File: config.mk
export PLATFORM = sky130hd
export DESIGN_NAME = model_queue_sched
export DESIGN_NICKNAME = d
export VERILOG_FILES = /design/src/rtl/qs_pkg.sv /design/src/rtl/qs_ctrl.sv /design/src/rtl/qs_datapath.sv /design/src/rtl/model_queue_sched.sv
export SDC_FILE = /design/constraint.sdc
export NUM_CORES = 1
export LEC_CHECK = 0
export BUFFER_PORTS_ARGS = -buffer_cell sky130_fd_sc_hd__buf_2
export CAP_MARGIN = 20
export CORE_ASPECT_RATIO = 0.9
export CORE_MARGIN = 10
export CORE_UTILIZATION = 23
export DETAILED_ROUTE_END_ITERATION = 12
export SLEW_MARGIN = 20
export SYNTH_ARGS = -nofsm -noshare
export SYNTH_HDL_FRONTEND = slang
export SYNTH_SLANG_ARGS = --single-unit
File: constraint.sdc
create_clock -name clk -period 2.72 [get_ports clk]
set_input_delay 0.544 -clock clk [delete_from_list [all_inputs] [get_ports clk]]
set_output_delay 0.544 -clock clk [all_outputs]
set_load 0.02 [all_outputs]
File: src/rtl/qs_pkg.sv
package qs_pkg;

  typedef enum logic [1:0] {
    SCH_IDLE   = 2'd0,
    SCH_RELOAD = 2'd1,
    SCH_DRAIN  = 2'd2
  } schedState_e;

  // strobes from control to datapath
  typedef struct packed {
    logic showReload;   // present reload command on output
    logic showReq;      // present request of the selected queue
    logic commitModel;  // reload accepted, record the model as loaded
  } schedStrobe_t;

endpackage

File: src/rtl/qs_ctrl.sv
module qs_ctrl
  import qs_pkg::*;
#(
  parameter int NUM_Q = 4,
  parameter int TMR_W = 8,
  localparam int QW = (NUM_Q > 1) ? $clog2(NUM_Q) : 1
) (
  input  logic               clk,
  input  logic               rst_n,
  input  logic [NUM_Q-1:0]   reqValid,
  input  logic [TMR_W-1:0]   timeoutCfg,
  input  logic               outReady,
  input  logic               candMatch,
  output logic [QW-1:0]      curQ,
  output logic [QW-1:0]      candQ,
  output schedStrobe_t       strobe
);

  localparam logic [TMR_W-1:0] TMR_MAX = {TMR_W{1'b1}};

  schedState_e      state;
  logic [TMR_W-1:0] dwellCnt;
  logic [TMR_W-1:0] dwellNext;
  logic             anyValid;
  logic             expired;
  logic             curHasReq;

  assign anyValid  = |reqValid;
  assign curHasReq = reqValid[curQ];
  assign expired   = (timeoutCfg != '0) && (dwellCnt >= timeoutCfg);
  assign dwellNext = (dwellCnt == TMR_MAX) ? dwellCnt : dwellCnt + 1'b1;

  // round-robin scan starting after the current queue; smallest offset wins
  always_comb begin
    candQ = curQ;
    for (int k = NUM_Q; k >= 1; k--) begin
      int s;
      s = int'(curQ) + k;
      if (s >= NUM_Q) s = s - NUM_Q;
      if (reqValid[s]) candQ = QW'(s);
    end
  end

  always_comb begin
    strobe.showReload  = (state == SCH_RELOAD);
    strobe.showReq     = (state == SCH_DRAIN) && curHasReq && !expired;
    strobe.commitModel = (state == SCH_RELOAD) && outReady;
  end

  always_ff @(posedge clk) begin
    if (!rst_n) begin
      state    <= SCH_IDLE;
      curQ     <= QW'(NUM_Q - 1);
      dwellCnt <= '0;
    end else begin
      case (state)
        SCH_IDLE: begin
          if (anyValid) begin
            curQ     <= candQ;
            dwellCnt <= '0;
            state    <= candMatch ? SCH_DRAIN : SCH_RELOAD;
          end
        end
        SCH_RELOAD: begin
          dwellCnt <= dwellNext;
          if (outReady) state <= SCH_DRAIN;
        end
        SCH_DRAIN: begin
          dwellCnt <= dwellNext;
          if (!curHasReq || expired) state <= SCH_IDLE;
        end
        default: state <= SCH_IDLE;
      endcase
    end
  end

  // an empty selected queue ends the visit; nothing is shown in the following cycle
  assert_leave_on_empty_R4: assert property (@(posedge clk) disable iff (!rst_n)
    (state == SCH_DRAIN && !curHasReq) |=> (!strobe.showReq && !strobe.showReload));

  // once the dwell window is exhausted, the next cycle issues no request
  assert_dwell_limit_R8: assert property (@(posedge clk) disable iff (!rst_n)
    (state == SCH_DRAIN && timeoutCfg != '0 && dwellCnt >= timeoutCfg) |=> !strobe.showReq);

endmodule

File: src/rtl/qs_datapath.sv
module qs_datapath
  import qs_pkg::*;
#(
  parameter int NUM_Q   = 4,
  parameter int DATA_W  = 16,
  parameter int MODEL_W = 4,
  localparam int QW = (NUM_Q > 1) ? $clog2(NUM_Q) : 1
) (
  input  logic                     clk,
  input  logic                     rst_n,
  input  logic [NUM_Q*DATA_W-1:0]  reqData,
  input  logic [NUM_Q*MODEL_W-1:0] queueModel,
  input  logic                     outReady,
  input  logic [QW-1:0]            curQ,
  input  logic [QW-1:0]            candQ,
  input  schedStrobe_t             strobe,
  output logic                     candMatch,
  output logic [NUM_Q-1:0]         reqReady,
  output logic                     outValid,
  output logic                     outIsReload,
  output logic [MODEL_W-1:0]       outModel,
  output logic [DATA_W-1:0]        outData
);

  logic [DATA_W-1:0]  dataArr  [NUM_Q];
  logic [MODEL_W-1:0] modelArr [NUM_Q];
  logic [MODEL_W-1:0] loadedModel;
  logic               loadedValid;

  for (genvar q = 0; q < NUM_Q; q++) begin : g_slice
    assign dataArr[q]  = reqData[q*DATA_W +: DATA_W];
    assign modelArr[q] = queueModel[q*MODEL_W +: MODEL_W];
    assign reqReady[q] = strobe.showReq && outReady && (curQ == QW'(q));
  end

  assign candMatch   = loadedValid && (modelArr[candQ] == loadedModel);
  assign outValid    = strobe.showReload || strobe.showReq;
  assign outIsReload = strobe.showReload;
  assign outModel    = modelArr[curQ];
  assign outData     = strobe.showReq ? dataArr[curQ] : '0;

  always_ff @(posedge clk) begin
    if (!rst_n) begin
      loadedModel <= '0;
      loadedValid <= 1'b0;
    end else if (strobe.commitModel) begin
      loadedModel <= modelArr[curQ];
      loadedValid <= 1'b1;
    end
  end

  // a request only leaves under the model already loaded downstream
  assert_req_under_loaded_R5: assert property (@(posedge clk) disable iff (!rst_n)
    (outValid && !outIsReload) |-> (loadedValid && outModel == loadedModel));

  // a reload is never emitted for the model that is already loaded
  assert_reload_needed_R6: assert property (@(posedge clk) disable iff (!rst_n)
    (outValid && outIsReload) |-> !(loadedValid && outModel == loadedModel));

  // a stalled reload stays on the output unchanged
  assert_reload_hold_R7: assert property (@(posedge clk) disable iff (!rst_n)
    (outValid && outIsReload && !outReady) |=> (outValid && outIsReload && $stable(outModel)));

  // at most one queue is granted per cycle
  assert_one_grant_R2: assert property (@(posedge clk) disable iff (!rst_n)
    $onehot0(reqReady));

  // a grant only accompanies an accepted request transfer
  assert_grant_handshake_R2: assert property (@(posedge clk) disable iff (!rst_n)
    (|reqReady) |-> (outValid && outReady && !outIsReload));

endmodule

File: src/rtl/model_queue_sched.sv
module model_queue_sched
  import qs_pkg::*;
#(
  parameter int NUM_Q   = 4,
  parameter int DATA_W  = 16,
  parameter int MODEL_W = 4,
  parameter int TMR_W   = 8
) (
  input  logic                     clk,
  input  logic                     rst_n,
  input  logic [NUM_Q-1:0]         reqValid,
  output logic [NUM_Q-1:0]         reqReady,
  input  logic [NUM_Q*DATA_W-1:0]  reqData,
  input  logic [NUM_Q*MODEL_W-1:0] queueModel,
  input  logic [TMR_W-1:0]         timeoutCfg,
  output logic                     outValid,
  input  logic                     outReady,
  output logic                     outIsReload,
  output logic [MODEL_W-1:0]       outModel,
  output logic [DATA_W-1:0]        outData
);

  localparam int QW = (NUM_Q > 1) ? $clog2(NUM_Q) : 1;

  logic [QW-1:0] curQ;
  logic [QW-1:0] candQ;
  logic          candMatch;
  schedStrobe_t  strobe;

  qs_ctrl #(
    .NUM_Q (NUM_Q),
    .TMR_W (TMR_W)
  ) i_ctrl (
    .clk        (clk),
    .rst_n      (rst_n),
    .reqValid   (reqValid),
    .timeoutCfg (timeoutCfg),
    .outReady   (outReady),
    .candMatch  (candMatch),
    .curQ       (curQ),
    .candQ      (candQ),
    .strobe     (strobe)
  );

  qs_datapath #(
    .NUM_Q   (NUM_Q),
    .DATA_W  (DATA_W),
    .MODEL_W (MODEL_W)
  ) i_datapath (
    .clk         (clk),
    .rst_n       (rst_n),
    .reqData     (reqData),
    .queueModel  (queueModel),
    .outReady    (outReady),
    .curQ        (curQ),
    .candQ       (candQ),
    .strobe      (strobe),
    .candMatch   (candMatch),
    .reqReady    (reqReady),
    .outValid    (outValid),
    .outIsReload (outIsReload),
    .outModel    (outModel),
    .outData     (outData)
  );

endmodule

Word level (Yosys, flattened, before mapping)
Cells that the tools add are included.
Widths: inputs -> output; s select.
{"block": "word_totals", "regBits": 17, "in_bits": 95, "output_inout_bits": 26}
{"block": "op_classes", "addsub": 9, "order_cmp": 12, "eq_ne": 11, "mux": 40, "bitwise": 2, "reduce_logical": 23}
{"cell": "$ge 32x4->1 const B", "n": 4}
{"cell": "$lt 32x4->1 const B", "n": 4}
{"cell": "$mux 32", "n": 4}
{"cell": "$sub 32x4->32 const B", "n": 4}
{"cell": "$mux 16", "n": 3}
{"cell": "$bmux 16 s2", "n": 1}
{"cell": "$bmux 4 s2", "n": 2}
{"cell": "$mux 2", "n": 8}
{"cell": "$mux 4", "n": 4}
{"cell": "$mux 8", "n": 2}
{"cell": "$pmux 8 s2", "n": 1}
{"cell": "$bmux 1 s2", "n": 5}
{"cell": "$logic_and 1x1->1", "n": 10}
{"cell": "$mux 1", "n": 9}
{"cell": "$add 8x1->8 const B", "n": 1}
{"cell": "$eq 8x8->1 const B", "n": 1}
{"cell": "$ge 8x8->1", "n": 1}
{"cell": "$reduce_bool 8->1", "n": 1}
{"cell": "$add 2x2->3 const B", "n": 2}
{"cell": "$eq 2x2->1 const B", "n": 3}
{"cell": "$ge 3x3->1 const B", "n": 2}
{"cell": "$ne 2x2->1 const B", "n": 3}
{"cell": "$not 2->3", "n": 2}
{"cell": "$pmux 2 s3", "n": 1}
{"cell": "14 further kinds", "n": 19}

Depth between registers and ports, before layout
Gate-level depths: netlist of the first run.
{"block": "depth", "ltp_word": 19, "depth_mapped": 11, "depth_no_buf": 10}

Hierarchy
Synthesis of the first run repeated with hierarchy kept, for this count alone.
{"block": "hier_totals", "hier_cells": 198, "hier_area_um2": 2069.5}
{"module": "qs_datapath", "instances": 1, "cells_per_inst": 82, "area_each_um2": 1063.5}
{"module": "qs_ctrl", "instances": 1, "cells_per_inst": 116, "area_each_um2": 1006.0}

Worst setup path before layout of the first run
Ideal clock, no wire load.
{"block": "synth_path", "path_kind": "input-to-output", "from": "in timeoutCfg[5]", "to": "out outData[10]", "arrival_ns": 2.163, "required_time_ns": 2.176, "setup_slack_ns": 0.013, "cell_stages": 7, "cell_sequence": "inv_1 -> ha_1 -> and4_1 -> a211o_1 -> a31o_2 -> clkbuf_1 -> nor2b_1"}
{"block": "synth_via", "elab_chain_len": 5}
{"element": "start: declaration", "line_no": "model_queue_sched.sv:15", "text": "input logic [TMR_W-1:0] timeoutCfg,"}
{"element": "$ge 8x8->1 / $reduce_bool 8->1 (equally long branches)", "line_no": "qs_ctrl.sv:30", "text": "assign expired = (timeoutCfg != '0) && (dwellCnt >= timeoutCfg);"}
{"element": "$logic_and 1x1->1 (*)", "line_no": "qs_ctrl.sv:30"}
{"element": "$logic_not 1->1 (*)", "line_no": "qs_ctrl.sv:46", "text": "strobe.showReq = (state == SCH_DRAIN) && curHasReq && !expired;"}
{"element": "$logic_and 1x1->1 (*)", "line_no": "qs_ctrl.sv:46"}
{"element": "$mux 16 (*)", "line_no": "qs_datapath.sv:40", "text": "assign outData = strobe.showReq ? dataArr[curQ] : '0;"}
{"element": "end: declaration", "line_no": "model_queue_sched.sv:20", "text": "output logic [DATA_W-1:0] outData"}
Every way passes the cells marked *; elsewhere a longest branch is shown, timed or not.

Worst setup path in the final report of the first run
{"block": "layout_path", "from": "in timeoutCfg[5]", "to": "out outData[9]"}
Same word-level chain as after synthesis.

==> results.yml, run 1 <==
cts:
  insertion_delay_ns: 0.25
  cts_buffers: 3
  cts_buffer_depth: 2
  cts_root_buf: "clkbuf_8"
  cts_sinks: 17
  h-tree-depth: 1
  cts.reportedPaths.clkPinSlew_ns: 0.07
  cts_setup_buffers: 0
  tritoncts: "done"
logic_synthesis:
  synth_seq_cells: 17
  synth_flop_cell: "dfxtp_1"
  synth-edff-count: 0
  yosys_warnings: 0
  ys_types: 46
  synth_sequential_area_ratio: 0.164
  syn_avg_cell_area_um2: 9.06
  synth_nets: 341
  ys_async_sr_fraction: 0
  syn_inst: 229
  synthesis.area_um2: 2080
global_routing:
  grt.overflow.total: 0
  grt_pass1_wl_um: 12000
  grt_max_degree: 28
  grt_usage: 0.110
  grt_pass1_vias: 2335
  antenna_found_initial: 0
min_path:
  worstHoldPathType: "flop to flop"
routing:
  drc: 0
  route.detailed.wl_per_inst_um: 16.4
  drt_wl_total_um: 7710
  drtAntennaViolNets: 0
  viasPerCell: 4.73
  first_pass_iters: 4
  drt-initial-drc-count: 103
  dr_total_vias: 2222
placed_design:
  io_buffers: 120
  dp_hpwl_um: 6430
  place_ws_ns: -0.107
  place_area_um2: 2850
  dp_cells: 465
  place_congestion: 0.853
cells_and_area:
  finalInstanceArea_um2: 3210
  syn_to_final_growth_pct: 54.7
  fillerInstances: 863
  drive_above_1_share: 0.564
  final_common_cell: "buf_2"
  fin_util: 0.370
  stdcell_count: 470
  multi_input_area_um2: 1810
  final_cell_mix: "95 x buf_2, 23 x buf_4, 20 x mux4_2"
  regArea_um2: 352
  fin_nets: 464
  num_antenna_cells: 0
sta:
  finalSetupViolations: 0
  worst_slew_pin_slew_ns: 0.582
  worst_slack_ns: 0.0598
  final-max-slew-violation-count: 0
  holdWs_ns: 0.478
  maxSlewHeadroom: 0.609
  fin_crit_sh: 0.978
  finalHoldViolations: 0
  finClkSkew_ns: 0.00237
  clock.fmax_ghz: 0.376
  min_period_ns: 2.66
die:
  die_y_um: 110
  die_x_um: 120
  rows: 32
  dieArea_um2: 13200
  core-area_um2: 8690
  start_util: 0.239
  io_pins: 121
setup_path:
  crit_type: "primary input to output port"
  crit_path_start_kind: "primary input"
  crit_arrival_ns: 2.12
  crit_top_cell: "buf_4"
  endpoint_kind: "output port"
  cpMaxStageDelayCell: "a211o_1"
  cp_data_required_time_ns: 2.18
  path_max_fanout: 8
  crit_chain: "buf_4 -> inv_2 -> ha_4 -> and4_1 -> a211o_1 -> a31o_4 -> clkbuf_16 -> nor2b_1 -> buf_4"
  cp_slowest_stage_delay_ns: 0.28
job:
  cap_violations: 0
power:
  irDropWorstVdd_uv: 352
  power_leakage_nw: 1.50
  power.density_nw_per_um2: 683
run_status:
  outcome: "finished clean"
## metal layers
layer	global-route usage	up-vias	wire length, um
li1	-	1089	-
met5	0	-	0
met2	0.207	68	4090
met3	0.0275	8	407
met4	0.0310	0	107
met1	0.122	1057	3100
## flip-flops by register name, indices dropped and copies added (netlist names)
name                    flops
i_ctrl.curQ                 2
i_ctrl.dwellCnt             8
i_ctrl.state                2
i_datapath.loadedModel      4
i_datapath.loadedValid      1
## cells by family after synthesis
family,count (synthesis),synth area share
simple gates,85,0.220
compound gates,38,0.131
mux,34,0.285
buf+inv,28,0.0548
fa+ha+maj,17,0.102
flops,17,0.164
xor+xnor,10,0.0422
## worst paths after layout
kind	slack (ns)	depth (start not counted)	endpoint	start
min	0.48	2	i_datapath.loadedModel[0]	i_datapath.loadedModel[0]
max	0.06	9	outData[9]	timeoutCfg[5]
max reg2reg	0.17	10	i_ctrl.state[0]	i_ctrl.curQ[1]
min reg2reg	0.48	2	i_datapath.loadedModel[0]	i_datapath.loadedModel[0]
## Yosys cell counts (2+ instances only)
| library cell | n | area [um2] |
|---|---|---|
| or3_1 | 2 | 12.5 |
| nor2b_1 | 19 | 119 |
| nand4_1 | 6 | 37.5 |
| dfxtp_1 | 17 | 340 |
| and3_1 | 7 | 43.8 |
| o21ai_0 | 6 | 30.0 |
| xnor2_1 | 5 | 43.8 |
| ha_1 | 17 | 213 |
| mux4_2 | 20 | 450 |
| nand2b_1 | 3 | 18.8 |
| a21boi_0 | 6 | 45.0 |
| nand2_1 | 18 | 67.6 |
| inv_2 | 2 | 7.51 |
| o21ai_1 | 2 | 10.0 |
| buf_4 | 2 | 15.0 |
| xor2_1 | 5 | 43.8 |
| nand2_2 | 2 | 12.5 |
| nand3_1 | 8 | 40.0 |
| clkbuf_1 | 6 | 22.5 |
| nor2_1 | 13 | 48.8 |
| nor4_1 | 2 | 12.5 |
| inv_1 | 16 | 60.1 |
| a21oi_1 | 10 | 50.1 |
| mux2i_1 | 13 | 130 |
## critical path: cells and delay by family
kind / cells / cell delay [ns]
compound gates: 2 / 0.55
buf+inv: 4 / 0.52
simple gates: 2 / 0.29
fa+ha+maj: 1 / 0.20
## through the flow
step	TNS (ns)	power, W
2_1_floorplan	0	0.00147
3_3_place_gp	-0.808	0.00185
3_5_place_dp	-1.26	0.00187
4_1_cts	0	0.00210
5_1_grt	-0.0278	0.00239
6_report	0	0.00219
## cell type report
| type | instances | area share |
|---|---|---|
| well taps | 119 | 0.0464 |
| repair buffers | 128 | 0.245 |
| flip-flops and latches | 17 | 0.109 |
| multi-input cells | 184 | 0.563 |
| inverters | 18 | 0.0226 |
| clock buffers | 4 | 0.0140 |
## report_power, final
group          leakage, nW  internal, W  switching [W]
clock network       0.0228     0.000104      0.0000849
registers            0.142     0.000304      0.0000440
logic                 1.34     0.000814       0.000843
total                 1.50      0.00122       0.000972
## timing repair
action,CTS,global route
hold buffers,0,0
setup endpoints to repair,22,23
gates cloned,0,1
resized for setup,14,66
pin swaps,4,12
Power figures use the tool's default switching activity.
==> run 2, diff against run 1 <==
--- a/config.mk
+++ b/config.mk
@@ -5,6 +5,7 @@
 export SDC_FILE = /design/constraint.sdc
 export NUM_CORES = 1
 export LEC_CHECK = 0
+export ABC_AREA = 1
 export BUFFER_PORTS_ARGS = -buffer_cell sky130_fd_sc_hd__buf_2
 export CAP_MARGIN = 20
 export CORE_ASPECT_RATIO = 0.9
==> run 2 against run 1 <==
Synthesized cell count increased by 60%. Utilization decreased by 0.16 points. Sequential share of layout area decreased by 0.66 points. Final cell count increased by 30%. Highest routed layer unchanged. Register-to-register slack improved by 0.17 ns. Count of clock-buffer cells in the layout decreased by 1. Routed wire length increased by 19%. Die area increased by 3.2%. Cell area increased by 4.6%. Power increased by 29%. Clock power increased by 5%. Area after synthesis increased by 3.9%.
==> results.yml, run 2 <==
placed_design:
  dp_cells: 602
  io_buffers: 120
  place_area_um2: 2900
  dp_hpwl_um: 6970
  place_congestion: 0.902
setup_path:
  endpoint_kind: "output port"
  crit_type: "primary input to output port"
  cp-startpoint: "timeoutCfg[3]"
  reg2reg_depth: 15
  crit_arrival_ns: 2.15
  worstReg2RegEnd: "i_ctrl.state[0]"
  r2r_start: "i_ctrl.curQ[0]"
  path_max_fanout: 8
  crit_path_start_kind: "primary input"
  cp_data_required_time_ns: 2.18
  reg2reg_slack_ns: 0.34
logic_synthesis:
  yosys-top-cells-count: "87 x nand2_1, 51 x inv_1, 48 x a21oi_1"
  synth_seq_cells: 17
  synth_area_leaders: "dfxtp_1 16%, nand2_1 15%, a21oi_1 11%"
  synth_flop_cell: "dfxtp_1"
  synth_sequential_area_ratio: 0.158
  syn_avg_cell_area_um2: 5.87
  ys_types: 29
  synth-edff-count: 0
  yosys_warnings: 0
  synthesis.area_um2: 2160
  synth.most_common_cell: "nand2_1"
  synth_top_area_frac: 0.158
  ys_async_sr_fraction: 0
  syn_inst: 367
  synth_nets: 479
  synth_top_cell_by_area: "dfxtp_1"
cts:
  hold_buffers: 0
  h-tree-depth: 1
  cts_sinks: 17
  tritoncts: "done"
  cts_buffers: 3
  insertion_delay_ns: 0.26
  cts.reportedPaths.clkPinSlew_ns: 0.07
  cts_root_buf: "clkbuf_8"
  cts_buffer_depth: 2
global_routing:
  antenna_found_initial: 0
  grt.overflow.total: 0
  grt_pass1_vias: 2927
  grt_pass1_wl_um: 14000
  grt_usage: 0.120
  grt_max_degree: 43
min_path:
  holdPathStages: 2
  worstHoldPathType: "flop to flop"
  min_to: "i_datapath.loadedValid"
  min_from: "i_datapath.loadedValid"
power:
  power.density_nw_per_um2: 844
  power_leakage_nw: 1.59
  irDropWorstVdd_uv: 393
job:
  cap_violations: 0
cells_and_area:
  final_common_cell: "buf_2"
  fin_nets: 601
  final_cell_mix: "101 x buf_2, 84 x nand2_1, 46 x a21oi_1"
  finalInstanceArea_um2: 3360
  regArea_um2: 345
  top_regs: "i_ctrl.dwellCnt: 8 flops, i_datapath.loadedModel: 4 flops"
  num_antenna_cells: 0
  fin_util: 0.368
  syn_to_final_growth_pct: 55.8
  stdcell_count: 610
  multi_input_area_um2: 1820
  fillerInstances: 958
  largest-register: "i_ctrl.dwellCnt"
  largest_reg_flops: 8
  drive_above_1_share: 0.393
routing:
  drt-initial-drc-count: 140
  drtAntennaViolNets: 0
  dr_total_vias: 2994
  drt_wl_total_um: 9140
  first_pass_iters: 4
  viasPerCell: 4.91
  drc: 0
  route.detailed.wl_per_inst_um: 15.0
sta:
  maxSlewHeadroom: 0.550
  rsz0062_at_grt: "true"
  min_period_ns: 2.70
  finalHoldViolations: 0
  fin_crit_sh: 0.992
  final-max-slew-violation-count: 0
  tns_ns: 0
  finClkSkew_ns: 0.00312
  worst_slew_pin_slew_ns: 0.670
  finalSetupViolations: 0
  clock.fmax_ghz: 0.371
  holdWs_ns: 0.452
die:
  core-area_um2: 9130
  die_y_um: 112
  io_pins: 121
  dieArea_um2: 13700
  die_x_um: 122
  start_util: 0.236
  rows: 33
run_status:
  outcome: "finished clean"
-- run 2: cell count changes after synthesis, moves of 10 or more --
cell      before  now
nand2_1       18   87
a21oi_1       10   48
inv_1         16   51
nand3_1        8   33
mux4_2        20    0
nor2b_1       19    0
a221oi_1       0   17
mux2i_1       13    0
o21ai_0        6   17
nor2_1        13   23
-- run 2: through the flow --
step / total power (W) / setup WS [ns]
floorplan: 0.00181 / -0.127
detailed placement: 0.00235 / -0.115
finish: 0.00283 / 0.0222
CTS: 0.00271 / -0.00261
global route: 0.00312 / -0.133
global placement: 0.00233 / -0.0509
-- run 2: repair_timing --
item | 4_1_cts | 5_1_grt
pin swaps | 5 | 10
setup buffers | 3 | 0
cloned | 1 | 0
gates resized for setup | 35 | 47
setup endpoints to repair | 16 | 21
-- run 2: worst max path at each step --
stage          cells after the start  slack, ns          end
2_1_floorplan                     10      -0.13  outData[10]
3_3_place_gp                      12      -0.05  outData[12]
3_5_place_dp                      12      -0.12   outData[1]
4_1_cts                           13     -0.003   outData[1]
5_1_grt                           13      -0.13   outData[1]
6_report                          13       0.02   outData[4]
-- run 2: worst max-delay path, stage by stage --
cell       delay [ns]
buf_6            0.10
inv_4            0.06
ha_4             0.20
a21oi_2          0.10
o21ai_1          0.07
nand2_1          0.07
o2111ai_2        0.12
o41ai_2          0.09
nand2_1          0.12
buf_6            0.16
buf_12           0.14
a221oi_2         0.18
buf_4            0.19
-- run 2: area by class of cell --
class / instances / share of cell area
Clock buffer: 3 / 0.0123
Clock inverter: 1 / 0.00149
Inverter: 53 / 0.0600
Multi-Input combinational cell: 282 / 0.541
Sequential cell: 17 / 0.103
Tap cell: 122 / 0.0455
Timing Repair Buffer: 132 / 0.237
-- run 2: where the power goes --
part / internal, W / total [W] / switching [W]
Combinational: 0.000787 / 0.00227 / 0.00148
Sequential: 0.000310 / 0.000369 / 0.0000588
Clock: 0.000102 / 0.000198 / 0.0000958
Total: 0.00120 / 0.00283 / 0.00163
-- run 2: routing by layer --
layer	GRT usage	part of all wire	routed length, um
met4	0.0314	0.0095	87
met1	0.141	0.42	3880
met3	0.0354	0.10	947
met5	0	0	0
met2	0.207	0.46	4230
-- run 2: cells by family after synthesis --
kind of cell	Yosys count	share of synthesized area
AND/OR/NAND/NOR	169	0.353
AO/OA/AOI/OAI	95	0.261
buffers and inverters	68	0.125
adder cells (fa/ha/maj)	17	0.0987
flip-flops	17	0.158
XOR/XNOR	1	0.00406
==> run 3, diff against run 2 <==
--- a/config.mk
+++ b/config.mk
@@ -10,8 +10,9 @@
 export CAP_MARGIN = 20
 export CORE_ASPECT_RATIO = 0.9
 export CORE_MARGIN = 10
-export CORE_UTILIZATION = 23
+export CORE_UTILIZATION = 41
 export DETAILED_ROUTE_END_ITERATION = 12
+export PLACE_DENSITY = 0.78
 export SLEW_MARGIN = 20
 export SYNTH_ARGS = -nofsm -noshare
 export SYNTH_HDL_FRONTEND = slang
==> run 3 against run 2 <==
The run now ends with setup timing left. Flip-flop and latch count did not move. Maximum frequency shrank 3.7%. Clock skew up 0.0012 ns. Register-to-register slack better by 0.04 ns. Power down 1.5%. Global-route usage up 5.4 points. Sequential share of layout area is 0.26 points higher. Combinational power decreased by 2%. Highest routed layer unchanged.
==> results.yml, run 3 (same netlist as run 2, synthesis figures left out) <==
cells_and_area:
  largest_reg_flops: 8
  top_regs: "i_ctrl.dwellCnt: 8 flops, i_datapath.loadedModel: 4 flops"
  drive_above_1_share: 0.395
  largest-register: "i_ctrl.dwellCnt"
  fin_nets: 602
  regArea_um2: 347
  final_cell_mix: "101 x buf_2, 85 x nand2_1, 46 x a21oi_1"
  num_antenna_cells: 0
  final_common_cell: "buf_2"
  syn_to_final_growth_pct: 52.5
  fillerInstances: 438
  multi_input_area_um2: 1810
  finalInstanceArea_um2: 3290
routing:
  dr_total_vias: 3013
  drtAntennaViolNets: 0
  first_pass_iters: 4
  drt_wl_total_um: 9090
  drc: 0
  route.detailed.wl_per_inst_um: 16.4
  drt-initial-drc-count: 128
  viasPerCell: 5.44
global_routing:
  grt_pass1_vias: 2734
  antenna_found_initial: 0
  grt_usage: 0.174
  grt_pass1_wl_um: 12400
  grt.overflow.total: 0
  grt_max_degree: 35
placed_design:
  place_area_um2: 2830
  dp_hpwl_um: 6690
  io_buffers: 120
  place_congestion: 1.04
run_status:
  violations: "setup timing"
  outcome: "finished, violations left"
sta:
  tns_ns: -0.659
  finClkSkew_ns: 0.00433
  fin_crit_sh: 1.03
  finalHoldViolations: 0
  maxSlewHeadroom: 0.608
  clock.fmax_ghz: 0.357
  finalSetupViolations: 16
  final-max-slew-violation-count: 0
  worst_slew_pin_slew_ns: 0.584
  rsz0062_at_grt: "true"
  worst_slack_ns: -0.0819
  min_period_ns: 2.80
power:
  power_leakage_nw: 1.60
  power.density_nw_per_um2: 849
  irDropWorstVdd_uv: 557
setup_path:
  critPathTopFamily: "buffers and inverters"
  cp_data_required_time_ns: 2.18
  r2r_start: "i_ctrl.curQ[1]"
  crit_arrival_ns: 2.26
  endpoint_kind: "output port"
  path_max_fanout: 8
  crit_path_start_kind: "primary input"
  cpMaxStageDelayCell: "a21oi_1"
  cp_slowest_stage_delay_ns: 0.23
  reg2reg_slack_ns: 0.38
  cp-startpoint: "timeoutCfg[7]"
  cp_num_buf_inv: 5
  crit_type: "primary input to output port"
  crit_chain: "buf_2 -> inv_2 -> ha_4 -> a21oi_1 -> o2111ai_2 -> o41ai_2 -> nand2_1 -> buf_6 -> clkbuf_16 -> a221oi_2 -> buf_4"
die:
  io_pins: 121
  die_y_um: 88.8
  rows: 24
  dieArea_um2: 8560
  start_util: 0.435
  core-area_um2: 4950
  die_x_um: 96.4
cts:
  cts.reportedPaths.clkPinSlew_ns: 0.06
  hold_buffers: 0
  cts_root_buf: "clkbuf_8"
  tritoncts: "done"
  insertion_delay_ns: 0.26
  cts_buffers: 3
  h-tree-depth: 1
  cts_sinks: 17
  cts_buffer_depth: 2
min_path:
  min_from: "i_datapath.loadedValid"
  worstHoldPathType: "flop to flop"
job:
  cap_violations: 0
==> run 3: cell types whose count changed in the layout (fill, tap and decap cells not counted), moves of 2 or more <==
cell | before | now
dfxtp_2 | 4 | 2
inv_2 | 7 | 9
buf_4 | 20 | 22
inv_1 | 45 | 43
==> run 3: per-layer routing <==
| metal | routed length [um] | vias to the layer above | global-route usage | share of wire |
|---|---|---|---|---|
| met4 | 206 | 0 | 0.0607 | 0.023 |
| met2 | 4500 | 141 | 0.316 | 0.50 |
| li1 | - | 1491 | - | - |
| met5 | 0 | - | 0 | 0 |
| met1 | 3500 | 1356 | 0.200 | 0.39 |
| met3 | 880 | 25 | 0.0296 | 0.097 |
==> run 3: path summary, 6_finish.rpt <==
check / end / cells after the start
setup / recovery: outData[12] / 11
hold / removal: i_datapath.loadedValid / 2
setup reg to reg: i_ctrl.state[0] / 15
hold reg to reg: i_datapath.loadedValid / 2
==> run 3: tightest hold or removal path, stage by stage, from the launching register on <==
cell     delay [ns]
dfxtp_1        0.31
inv_1          0.05
a21oi_1        0.05
==> run 3: area by class of cell <==
| cell class | count | area share |
|---|---|---|
| tap | 65 | 0.0247 |
| multi-input combinational | 282 | 0.549 |
| clock buffer | 3 | 0.0126 |
| clock inverter | 1 | 0.00152 |
| inverter | 53 | 0.0613 |
| sequential | 17 | 0.105 |
| timing repair buffer | 133 | 0.245 |
==> run 3: repair_timing <==
item	CTS	global route
endpoints found under the setup margin	16	17
resized for setup	4	72
gates cloned	0	1
pin swaps	1	14
endpoints found under the hold margin	0	0
buffers inserted	1	3
==> run 3: power breakdown <==
| group | switching [W] | internal, W | leakage, nW |
|---|---|---|---|
| clock | 0.0000923 | 0.000102 | 0.0255 |
| combinational | 0.00145 | 0.000788 | 1.43 |
| sequential | 0.0000532 | 0.000308 | 0.141 |
| total | 0.00159 | 0.00120 | 1.60 |
==> run 3: through the flow <==
step	setup slack, ns	instances	total power, W	hold slack (ns)	utilization
global placement	-0.00416	545	0.00227	0.442	0.570
CTS	-0.0162	550	0.00253	0.456	0.585
detailed placement	-0.0485	545	0.00231	0.446	0.570
global route	-0.200	554	0.00307	0.491	0.664
floorplan	-0.127	367	0.00181	0.430	-
finish	-0.0819	554	0.00279	0.456	0.664
